<file path="src/rtl/cw_packer_pkg.sv">
package cw_packer_pkg;
    localparam int unsigned PK_WORD_W = 32;
    localparam int unsigned PK_CODE_W = 13;
    localparam int unsigned PK_LEN_W  = 4;

    typedef enum logic [1:0] {
        ST_IDLE  = 2'd0,
        ST_RUN   = 2'd1,
        ST_DRAIN = 2'd2
    } pk_state_t;
endpackage

</file>
<file path="src/rtl/cw_field.sv">
// Forms the left-aligned field of one cycle: codeword bits then optional sign.
module cw_field #(
    parameter int unsigned CODE_W = 13,
    parameter int unsigned LEN_W  = 4,
    localparam int unsigned FLD_W = CODE_W + 1
) (
    input  logic [CODE_W-1:0] code,
    input  logic [LEN_W-1:0]  len,
    input  logic              sign_en,
    input  logic              sign,
    output logic [FLD_W-1:0]  field,
    output logic [LEN_W:0]    flen
);
    logic [CODE_W-1:0] keep;
    logic [FLD_W-1:0]  sign_pos;

    always_comb begin
        keep     = ~({CODE_W{1'b1}} >> len);
        sign_pos = {1'b1, {CODE_W{1'b0}}} >> len;
        field    = {code & keep, 1'b0};
        if (sign_en && sign) begin
            field = field | sign_pos;
        end
        flen = {1'b0, len} + {{LEN_W{1'b0}}, sign_en};
    end
endmodule

</file>
<file path="src/rtl/cw_merge.sv">
// Appends a field below the held bits and splits off a full word on carry.
module cw_merge #(
    parameter int unsigned WORD_W = 32,
    parameter int unsigned FLD_W  = 14,
    parameter int unsigned FLEN_W = 5,
    localparam int unsigned CNT_W = $clog2(WORD_W)
) (
    input  logic [WORD_W-1:0] resid,
    input  logic [CNT_W-1:0]  cnt,
    input  logic [FLD_W-1:0]  field,
    input  logic [FLEN_W-1:0] flen,
    output logic [WORD_W-1:0] full_word,
    output logic [WORD_W-1:0] next_resid,
    output logic [CNT_W-1:0]  next_cnt,
    output logic              carry
);
    localparam int unsigned WIDE_W = 2 * WORD_W;

    logic [WIDE_W-1:0] placed;
    logic [WIDE_W-1:0] wide;
    logic [CNT_W:0]    sum;

    always_comb begin
        placed     = {field, {(WIDE_W-FLD_W){1'b0}}} >> cnt;
        wide       = {resid, {WORD_W{1'b0}}} | placed;
        sum        = {1'b0, cnt} + (CNT_W+1)'(flen);
        carry      = sum[CNT_W];
        next_cnt   = sum[CNT_W-1:0];
        full_word  = wide[WIDE_W-1:WORD_W];
        next_resid = carry ? wide[WORD_W-1:0] : wide[WIDE_W-1:WORD_W];
    end
endmodule

</file>
<file path="src/rtl/cw_packer.sv">
module cw_packer
    import cw_packer_pkg::*;
#(
    parameter int unsigned WORD_W = PK_WORD_W,
    parameter int unsigned CODE_W = PK_CODE_W,
    parameter int unsigned LEN_W  = PK_LEN_W
) (
    input  logic              clk,
    input  logic              rst,
    input  logic              start,
    input  logic              in_valid,
    output logic              in_ready,
    input  logic [CODE_W-1:0] in_code,
    input  logic [LEN_W-1:0]  in_len,
    input  logic              in_sign_en,
    input  logic              in_sign,
    input  logic              flush,
    output logic [WORD_W-1:0] out_word,
    output logic              out_valid
);
    localparam int unsigned CNT_W = $clog2(WORD_W);
    localparam int unsigned FLD_W = CODE_W + 1;

    pk_state_t state, state_nxt;

    logic [WORD_W-1:0] resid;
    logic [CNT_W-1:0]  cnt;
    logic [FLD_W-1:0]  field;
    logic [LEN_W:0]    flen;
    logic [WORD_W-1:0] m_word;
    logic [WORD_W-1:0] m_resid;
    logic [CNT_W-1:0]  m_cnt;
    logic              m_carry;
    logic              accept;

    cw_field #(.CODE_W(CODE_W), .LEN_W(LEN_W)) u_field (
        .code    (in_code),
        .len     (in_len),
        .sign_en (in_sign_en),
        .sign    (in_sign),
        .field   (field),
        .flen    (flen)
    );

    cw_merge #(.WORD_W(WORD_W), .FLD_W(FLD_W), .FLEN_W(LEN_W+1)) u_merge (
        .resid      (resid),
        .cnt        (cnt),
        .field      (field),
        .flen       (flen),
        .full_word  (m_word),
        .next_resid (m_resid),
        .next_cnt   (m_cnt),
        .carry      (m_carry)
    );

    assign in_ready = (state == ST_RUN);
    assign accept   = in_ready && in_valid;

    // state register
    always_ff @(posedge clk) begin
        if (rst) state <= ST_IDLE;
        else     state <= state_nxt;
    end

    always_comb begin
        state_nxt = state;
        unique case (state)
            ST_IDLE:  if (start) state_nxt = ST_RUN;
            ST_RUN:   if (flush) state_nxt = ST_DRAIN;
            ST_DRAIN: state_nxt = ST_RUN;
            default:  state_nxt = ST_IDLE;
        endcase
    end

    // datapath and outputs
    always_ff @(posedge clk) begin
        if (rst) begin
            resid     <= '0;
            cnt       <= '0;
            out_word  <= '0;
            out_valid <= 1'b0;
        end else begin
            out_valid <= 1'b0;
            if (accept) begin
                resid <= m_resid;
                cnt   <= m_cnt;
                if (m_carry) begin
                    out_word  <= m_word;
                    out_valid <= 1'b1;
                end
            end else if (state == ST_DRAIN) begin
                if (cnt != '0) begin
                    out_word  <= resid;
                    out_valid <= 1'b1;
                end
                resid <= '0;
                cnt   <= '0;
            end
        end
    end


    word_after_fill_chk: assert property (@(posedge clk) disable iff (rst)
        (accept && (({1'b0, cnt} + (CNT_W+1)'(flen)) >= (CNT_W+1)'(WORD_W))) |=> out_valid);


    idle_quiet_chk: assert property (@(posedge clk) disable iff (rst)
        (state == ST_IDLE) |=> !out_valid);


    drain_clear_chk: assert property (@(posedge clk) disable iff (rst)
        (state == ST_DRAIN) |=> (cnt == '0 && state == ST_RUN));


    resid_clean_chk: assert property (@(posedge clk) disable iff (rst)
        ((resid << cnt) == '0));


    reset_idle_chk: assert property (@(posedge clk)
        $fell(rst) |-> (state == ST_IDLE && cnt == '0 && !out_valid));
endmodule

</file>
<file path="config.mk">
export PLATFORM = sky130hd
export DESIGN_NAME = cw_packer
export DESIGN_NICKNAME = d
export VERILOG_FILES = /design/src/rtl/cw_packer_pkg.sv /design/src/rtl/cw_field.sv /design/src/rtl/cw_merge.sv /design/src/rtl/cw_packer.sv
export SDC_FILE = /design/constraint.sdc
export NUM_CORES = 1
export LEC_CHECK = 0
export ABC_AREA = 1
export BUFFER_PORTS_ARGS = -buffer_cell sky130_fd_sc_hd__buf_4
export CORE_MARGIN = 2
export CORE_UTILIZATION = 40
export CTS_BUF_LIST = sky130_fd_sc_hd__clkbuf_8
export DETAILED_ROUTE_END_ITERATION = 10
export PLACE_DENSITY_LB_ADDON = 0.25
export RECOVER_POWER = 100
export SETUP_SLACK_MARGIN = 0.5
export SYNTH_ARGS = -nofsm -noshare
export SYNTH_HDL_FRONTEND = slang
export SYNTH_HIERARCHICAL = 1
export SYNTH_SLANG_ARGS = --single-unit
</file>
<file path="constraint.sdc">
create_clock -name clk -period 3.1 [get_ports clk]
set_clock_uncertainty 0.05 [all_clocks]
set_input_delay 0.155 -clock clk [delete_from_list [all_inputs] [get_ports clk]]
set_output_delay 0.155 -clock clk [all_outputs]
set_load 0.01 [all_outputs]
</file>
==> results.py, run 1 <==
metrics = {
    "status": {
        "status": "complete, no violations",
    },
    "floorplan": {
        "fp.dieW_um": 126,
        "io_pins": 58,
        "initial_core_util": 0.409,
        "rows": 44,
        "fp.dieArea_sq_mm": 0.0158,
        "die-height_um": 126,
        "core-area_sq_mm": 0.0145,
    },
    "critical_path": {
        "startpoint_type": "input pin",
        "crit_fanout": 42,
        "reg2regPathDepth": 10,
        "endpoint_kind": "register",
        "worstSetupPathType": "in -> reg",
        "cp.arrival_ns": 2.75,
        "required_ns": 3.31,
    },
    "clock_tree": {
        "cts_root_buf": "clkbuf_8",
        "cts_sinks": 72,
        "clk_latency_ns": 0.37,
        "h-tree-depth": 3,
        "postCtsSetupBuffers": 0,
        "clock_path_buffers": 2,
        "numCtsBuffers": 9,
        "clk_pin_slew_worst_paths_ns": 0.08,
        "tritoncts": "built",
    },
    "routing": {
        "drc": 0,
        "drt_first_iter_violations": 472,
        "routed_wl_mm": 16.5,
        "drtAntennaViolNets": 0,
        "wl_per_cell_um": 14.5,
        "first_pass_iters": 5,
        "routed_via_density": 5.37,
        "via_count": 6124,
    },
    "power": {
        "seq_power_share": 0.405,
        "switchingPower_uw": 768,
        "fin_total_pwr_mw": 2.36,
        "ir_drop_mv": 0.241,
        "p_per_area_mw_per_mm2": 368,
        "p_int_mw": 1.59,
        "comb_power_share": 0.222,
        "pwr-share-clk": 0.373,
        "leakage_nw": 3.04,
        "netSwitchingFraction": 0.326,
    },
    "timing": {
        "slew_headroom": 0.0751,
        "worst_pin_slew_ns": 1.39,
        "drv_slew": 0,
        "layout_min_cycle_time_ns": 2.54,
        "grt_setup_unrepaired": "false",
        "setup_ws_ns": 0.563,
        "finalSetupViolCount": 0,
        "hold_viol_final": 0,
        "fmax_mhz": 394,
        "setup_tns_ns": 0,
        "finalCritPeriodShare": 0.819,
    },
    "grt": {
        "grt_pass1_vias": 5491,
        "overflow": 0,
        "grt_pass1_wl_mm": 27.4,
        "grt_max_degree": 70,
        "grt_use_total": 0.210,
        "antenna_found_initial": 0,
    },
    "logic_synthesis": {
        "synth_fa_ha_area_frac": 0.0182,
        "synth_edf_count": 0,
        "synth.area.top_cells": "dfxtp_1 (24%), nand3_1 (18%), nand2_1 (15%)",
        "synth_top_area_cell": "dfxtp_1",
        "synth-xor-area-share": 0.00739,
        "yosys_warnings": 6,
        "synth.area.mux_share": 0,
        "synth-simple-area-share": 0.493,
        "ys_types": 38,
        "synth_top_cell_area_share": 0.243,
        "synth_top_family_by_area": "simple AND/OR/NAND/NOR gates",
        "syn_avg_cell_area_sq_um": 6.33,
        "synthArstFlopShare": 0,
        "synth_flop_cell": "dfxtp_1",
        "synth_seq_area_share": 0.243,
        "synth_compound_area_frac": 0.114,
        "synth_cells": 936,
        "syn_nets": 968,
        "syn_area_sq_mm": 0.00592,
        "synth_most_common_cell": "nand2_1",
        "synthTopCellsByCount": "nand2_1 (231), nand3_1 (209), a21oi_1 (90)",
        "ys_seq_elements": 72,
    },
    "finish": {
        "diodes": 0,
        "drive_above_1_share": 0.165,
        "fin_cells": 1140,
        "fin_util": 0.442,
        "fin_nets": 983,
        "fillCellCount": 1616,
        "syn2layout_area_growth_pct": 8.13,
    },
    "place": {
        "hpwl_mm": 11.3,
        "dp_slack_ns": 0.254,
        "port_buffers": 57,
        "routabilityCongestion": 0.935,
        "post-place-cells": 1123,
    },
    "worst_hold_path": {
        "hp-class": "in -> reg",
        "hold-path-cell-count": 3,
    },
    "run": {
        "cap_viol_max_count": 0,
    },
}
final timing paths:
path | from | slack [ns] | end
min reg2reg | resid[1]$_SDFFE_PP0P_ | 0.45 | resid[1]$_SDFFE_PP0P_
max | in_len[0] | 0.56 | out_word[25]$_SDFFE_PP0P_
min | start | 0.04 | state[0]$_SDFFE_PP0P_
max reg2reg | cnt[2]$_SDFFE_PP0P_ | 0.72 | out_word[25]$_SDFFE_PP0P_
power by group through the flow:
stage / clock network (mW) / registers [mW] / logic, mW
finish: 0.879 / 0.956 / 0.522
global placement: 0 / 0.977 / 0.524
detailed placement: 0 / 0.978 / 0.523
floorplan: 0 / 0.979 / 0.402
CTS: 0.894 / 0.956 / 0.525
global route: 0.932 / 0.959 / 0.584
per-layer routing:
metal  global-route usage  vias up  wire [um]
met5                    0        -          0
met4               0.0614        0        342
met3               0.0336       27        798
met2                0.337      157       7630
met1                0.291     2809       7770
li1                     -     3131          -
worst max-delay path, stage by stage:
cell	delay, ns
buf_4	0.14
ha_1	0.22
ha_1	0.21
xor2_1	0.15
ha_1	0.35
a21oi_2	0.18
o21ai_1	0.07
a21oi_1	0.41
inv_2	0.12
nand3_2	0.26
buf_12	0.24
nand3_1	0.10
nand2_1	0.07
nor2_1	0.06
area by class of cell:
cell class | count | area, sq um | share of cell area
clock buffer | 10 | 138 | 0.0215
clock inverter | 6 | 90.1 | 0.0141
inverter | 78 | 309 | 0.0483
multi-input combinational | 716 | 3740 | 0.584
sequential | 72 | 1440 | 0.225
tap | 184 | 230 | 0.0359
timing repair buffer | 74 | 453 | 0.0707
timing repair:
| item | in CTS | in global routing |
|---|---|---|
| hold buffers | 1 | 0 |
| gates resized for setup | 0 | 1 |
| setup endpoints to repair | 0 | 11 |
| endpoints found under the hold margin | 1 | 0 |
layout by cell type, fill, tap and decap left out, types with 2 or more instances in the layout:
cell type,count
xor2_1,5
o21ai_1,15
nor2_1,53
nor2_4,2
nand3_2,50
buf_4,36
a21o_1,2
o21bai_1,2
nor2_2,6
inv_2,10
nand4_1,8
a21oi_1,92
nand3_1,207
bufinv_16,2
dfxtp_1,72
ha_1,7
clkbuf_8,10
inv_1,65
nand2_1,230
o21ai_0,2
nand3b_2,3
o21bai_2,4
clkbuf_1,34
nand2_4,8
buf_12,2
nand2_2,15
kinds of logic after synthesis:
logic type,count (synthesis)
adders and majority gates,8
DFF,72
xor gates and xnor gates,5
AOI/OAI and AO/OA,120
buffers and inverters,148
and+or+nand+nor,583
sequential cells by signal, summed over array words and instances (netlist names):
register   flops
resid         32
out_valid      1
cnt            5
out_word      32
state          2
stage by stage:
step / hold WS [ns] / cell area [sq um]
2_1_floorplan: 0.240 / 5920
3_3_place_gp: 0.370 / 6310
3_5_place_dp: 0.383 / 6310
4_1_cts: 0.0279 / 6550
5_1_grt: 0.0652 / 6400
6_report: 0.0365 / 6400
No activity file was read; power rests on OpenSTA's default activity.
==> run 2, diff against run 1 <==
ABC_AREA = 0   (was 1)
clock period = 2.22 ns   (was 3.1 ns; I/O delays follow)
==> run 2 against run 1 <==
The flow now finishes with violations (negative setup slack). Worst hold slack improved by 0.043 ns. Total power increased by 46%. Global-route usage increased by 4.7 points. Synthesized cell count decreased by 29%. Setup slack got worse by 0.66 ns. Routed wire length increased by 14%. Clock power increased by 31%. Final cell count decreased by 15%. Sequential share of layout area decreased by 3.4 points.
==> results.py, run 2 <==
metrics = {
    "status": {
        "status": "complete, but fails checks",
        "violations": "negative setup slack",
    },
    "power": {
        "seq_power_share": 0.388,
        "ir_drop_mv": 0.255,
        "switchingPower_mw": 1.04,
        "pwr-share-clk": 0.333,
        "p_per_area_mw_per_mm2": 455,
        "p_int_mw": 2.41,
        "netSwitchingFraction": 0.300,
        "comb_power_share": 0.280,
        "leakage_nw": 2.89,
    },
    "clock_tree": {
        "cts_sinks": 72,
        "clk_pin_slew_worst_paths_ns": 0.08,
        "clock_path_buffers": 2,
        "numCtsBuffers": 9,
        "h-tree-depth": 3,
        "clk_latency_ns": 0.35,
        "tritoncts": "built",
        "cts_root_buf": "clkbuf_8",
    },
    "logic_synthesis": {
        "syn_avg_cell_area_sq_um": 8.14,
        "synth_top_family_by_area": "compound AO/OA/AOI/OAI gates",
        "synth-xor-area-share": 0.00815,
        "synth_top_cell_area_share": 0.268,
        "synth-simple-area-share": 0.255,
        "synth_top_area_cell": "dfxtp_1",
        "syn_nets": 692,
        "synthArstFlopShare": 0,
        "synthTopCellsByCount": "nand2_1 (132), dfxtp_1 (72), a21oi_1 (53)",
        "synth.area.top_cells": "dfxtp_1 (27%), nand2_1 (9.2%), a311oi_2 (8.1%)",
        "ys_seq_elements": 72,
        "synth_flop_cell": "dfxtp_1",
        "synth_edf_count": 0,
        "synth_fa_ha_area_frac": 0.0200,
        "synth_most_common_cell": "nand2_1",
        "syn_area_sq_mm": 0.00538,
        "synth_compound_area_frac": 0.262,
        "ys_types": 68,
        "synth_seq_area_share": 0.268,
        "synth.area.mux_share": 0.116,
        "yosys_warnings": 6,
        "synth_cells": 660,
    },
    "place": {
        "dp_slack_ns": -0.472,
        "post-place-cells": 926,
        "placed_area_sq_mm": 0.00661,
        "hpwl_mm": 12.2,
        "port_buffers": 57,
        "routabilityCongestion": 0.941,
    },
    "finish": {
        "fillCellCount": 1176,
        "reg_top3": "out_word: 32 flops, resid: 32 flops, cnt: 5 flops",
        "mostFrequentLayoutCell": "nand2_1",
        "diodes": 0,
        "fin_nets": 825,
        "final_area_sq_mm": 0.00758,
        "syn2layout_area_growth_pct": 41.0,
        "drive_above_1_share": 0.378,
        "final_cell_mix": "nand2_1 (128), buf_4 (108), dfxtp_1 (69)",
        "fin_util": 0.574,
        "fin_cells": 974,
    },
    "grt": {
        "grt_max_degree": 70,
        "overflow": 0,
        "grt_use_total": 0.256,
        "grt_pass1_vias": 5626,
        "grt_pass1_wl_mm": 29.2,
        "antenna_found_initial": 0,
    },
    "routing": {
        "drc": 0,
        "drtAntennaViolNets": 0,
        "first_pass_iters": 5,
        "via_count": 5759,
        "drt_first_iter_violations": 543,
        "routed_wl_mm": 18.9,
        "wl_per_cell_um": 19.4,
        "routed_via_density": 5.91,
    },
    "timing": {
        "layout_min_cycle_time_ns": 2.32,
        "worst_pin_slew_ns": 0.729,
        "slew_headroom": 0.513,
        "drv_slew": 0,
        "fmax_mhz": 431,
        "setup_ws_ns": -0.0988,
        "grt_setup_unrepaired": "true",
        "setup_tns_ns": -1.28,
        "hold_viol_final": 0,
        "finalSetupViolCount": 40,
        "finalCritPeriodShare": 1.04,
    },
    "floorplan": {
        "fp.dieArea_sq_mm": 0.0144,
        "io_pins": 58,
        "core-area_sq_mm": 0.0132,
        "die-height_um": 120,
        "initial_core_util": 0.408,
        "rows": 42,
        "fp.dieW_um": 120,
    },
    "worst_hold_path": {
        "hp-class": "in -> reg",
        "hp-start": "start",
    },
    "critical_path": {
        "worstSetupPathType": "reg -> reg",
        "max_stage_delay_ns": 0.56,
        "cp_common_cell": "and2_1",
        "crit_fanout": 12,
        "cp.arrival_ns": 2.51,
        "r2r-start": "cnt[0]$_SDFFE_PP0P_",
        "required_ns": 2.42,
        "worst_path_max_delay_cell": "mux4_2",
        "startpoint_type": "register",
        "worstSetupStartpoint": "cnt[0]$_SDFFE_PP0P_",
        "worstPathCellList": "buf_12 -> mux4_2 -> and2_1 -> a211o_1 -> a221o_1 -> and2_1 -> nand2_1 -> a21oi_1",
        "endpoint_kind": "register",
    },
    "run": {
        "cap_viol_max_count": 0,
    },
}
## run 2: metrics by stage
| step | hold WS [ns] | total power [mW] |
|---|---|---|
| global route | 0.0909 | 3.60 |
| CTS | 0.0637 | 3.41 |
| global placement | 0.346 | 2.17 |
| finish | 0.0799 | 3.45 |
| detailed placement | 0.359 | 2.18 |
| floorplan | 0.228 | 1.88 |
## run 2: power groups by stage
stage          Combinational [mW]  Sequential, mW  Clock [mW]
6_report                    0.965            1.34        1.15
5_1_grt                      1.03            1.34        1.23
4_1_cts                     0.903            1.34        1.17
3_5_place_dp                0.814            1.37           0
3_3_place_gp                0.801            1.36           0
2_1_floorplan               0.510            1.37           0
## run 2: layout make-up
| cell class | count | area [sq um] | share of cell area |
|---|---|---|---|
| multi-input combinational | 512 | 4020 | 0.530 |
| timing repair buffer | 186 | 1640 | 0.216 |
| sequential | 72 | 1450 | 0.191 |
| tap | 176 | 220 | 0.0291 |
| clock buffer | 9 | 124 | 0.0163 |
| clock inverter | 7 | 87.6 | 0.0116 |
| inverter | 12 | 45.0 | 0.00594 |
## run 2: worst paths after layout
check / end / slack, ns / cells past startpoint
setup reg to reg: resid[6]$_SDFFE_PP0P_ / -0.1 / 8
hold / removal: state[0]$_SDFFE_PP0P_ / 0.08 / 4
hold reg to reg: resid[13]$_SDFFE_PP0P_ / 0.44 / 2
setup / recovery: resid[6]$_SDFFE_PP0P_ / -0.1 / 8
## run 2: logic make-up (layout without fill, tap and decap cells)
kind of cell,Yosys count,after routing
AND/OR/NAND/NOR,289,289
AO/OA/AOI/OAI,168,168
buffers and inverters,76,214
flip-flops,72,72
multiplexers,42,42
adder cells (fa/ha/maj),8,8
XOR/XNOR,5,5
## run 2: per-layer routing
metal / GRT usage / wire length [um] / vias up / share of wire
li1: - / - / 2692 / -
met1: 0.328 / 8110 / 2798 / 0.43
met2: 0.425 / 9030 / 220 / 0.48
met3: 0.0513 / 1110 / 49 / 0.059
met4: 0.0963 / 617 / 0 / 0.033
met5: 0 / 0 / - / 0
## run 2: repair_timing
item	in CTS	in global routing
gates cloned	4	3
resized for setup	73	48
pin swaps	15	23
endpoints found under the setup margin	66	69
setup buffers	16	8
hold buffers	1	0
hold endpoints to repair	2	0
## run 2: critical path, delay by kind of cell, from the launching register on
| kind | cells | cell delay, ns |
|---|---|---|
| AO/OA/AOI/OAI | 3 | 0.71 |
| buffers and inverters | 1 | 0.14 |
| flip-flops | 1 | 0.35 |
| multiplexers | 1 | 0.56 |
| AND/OR/NAND/NOR | 3 | 0.38 |
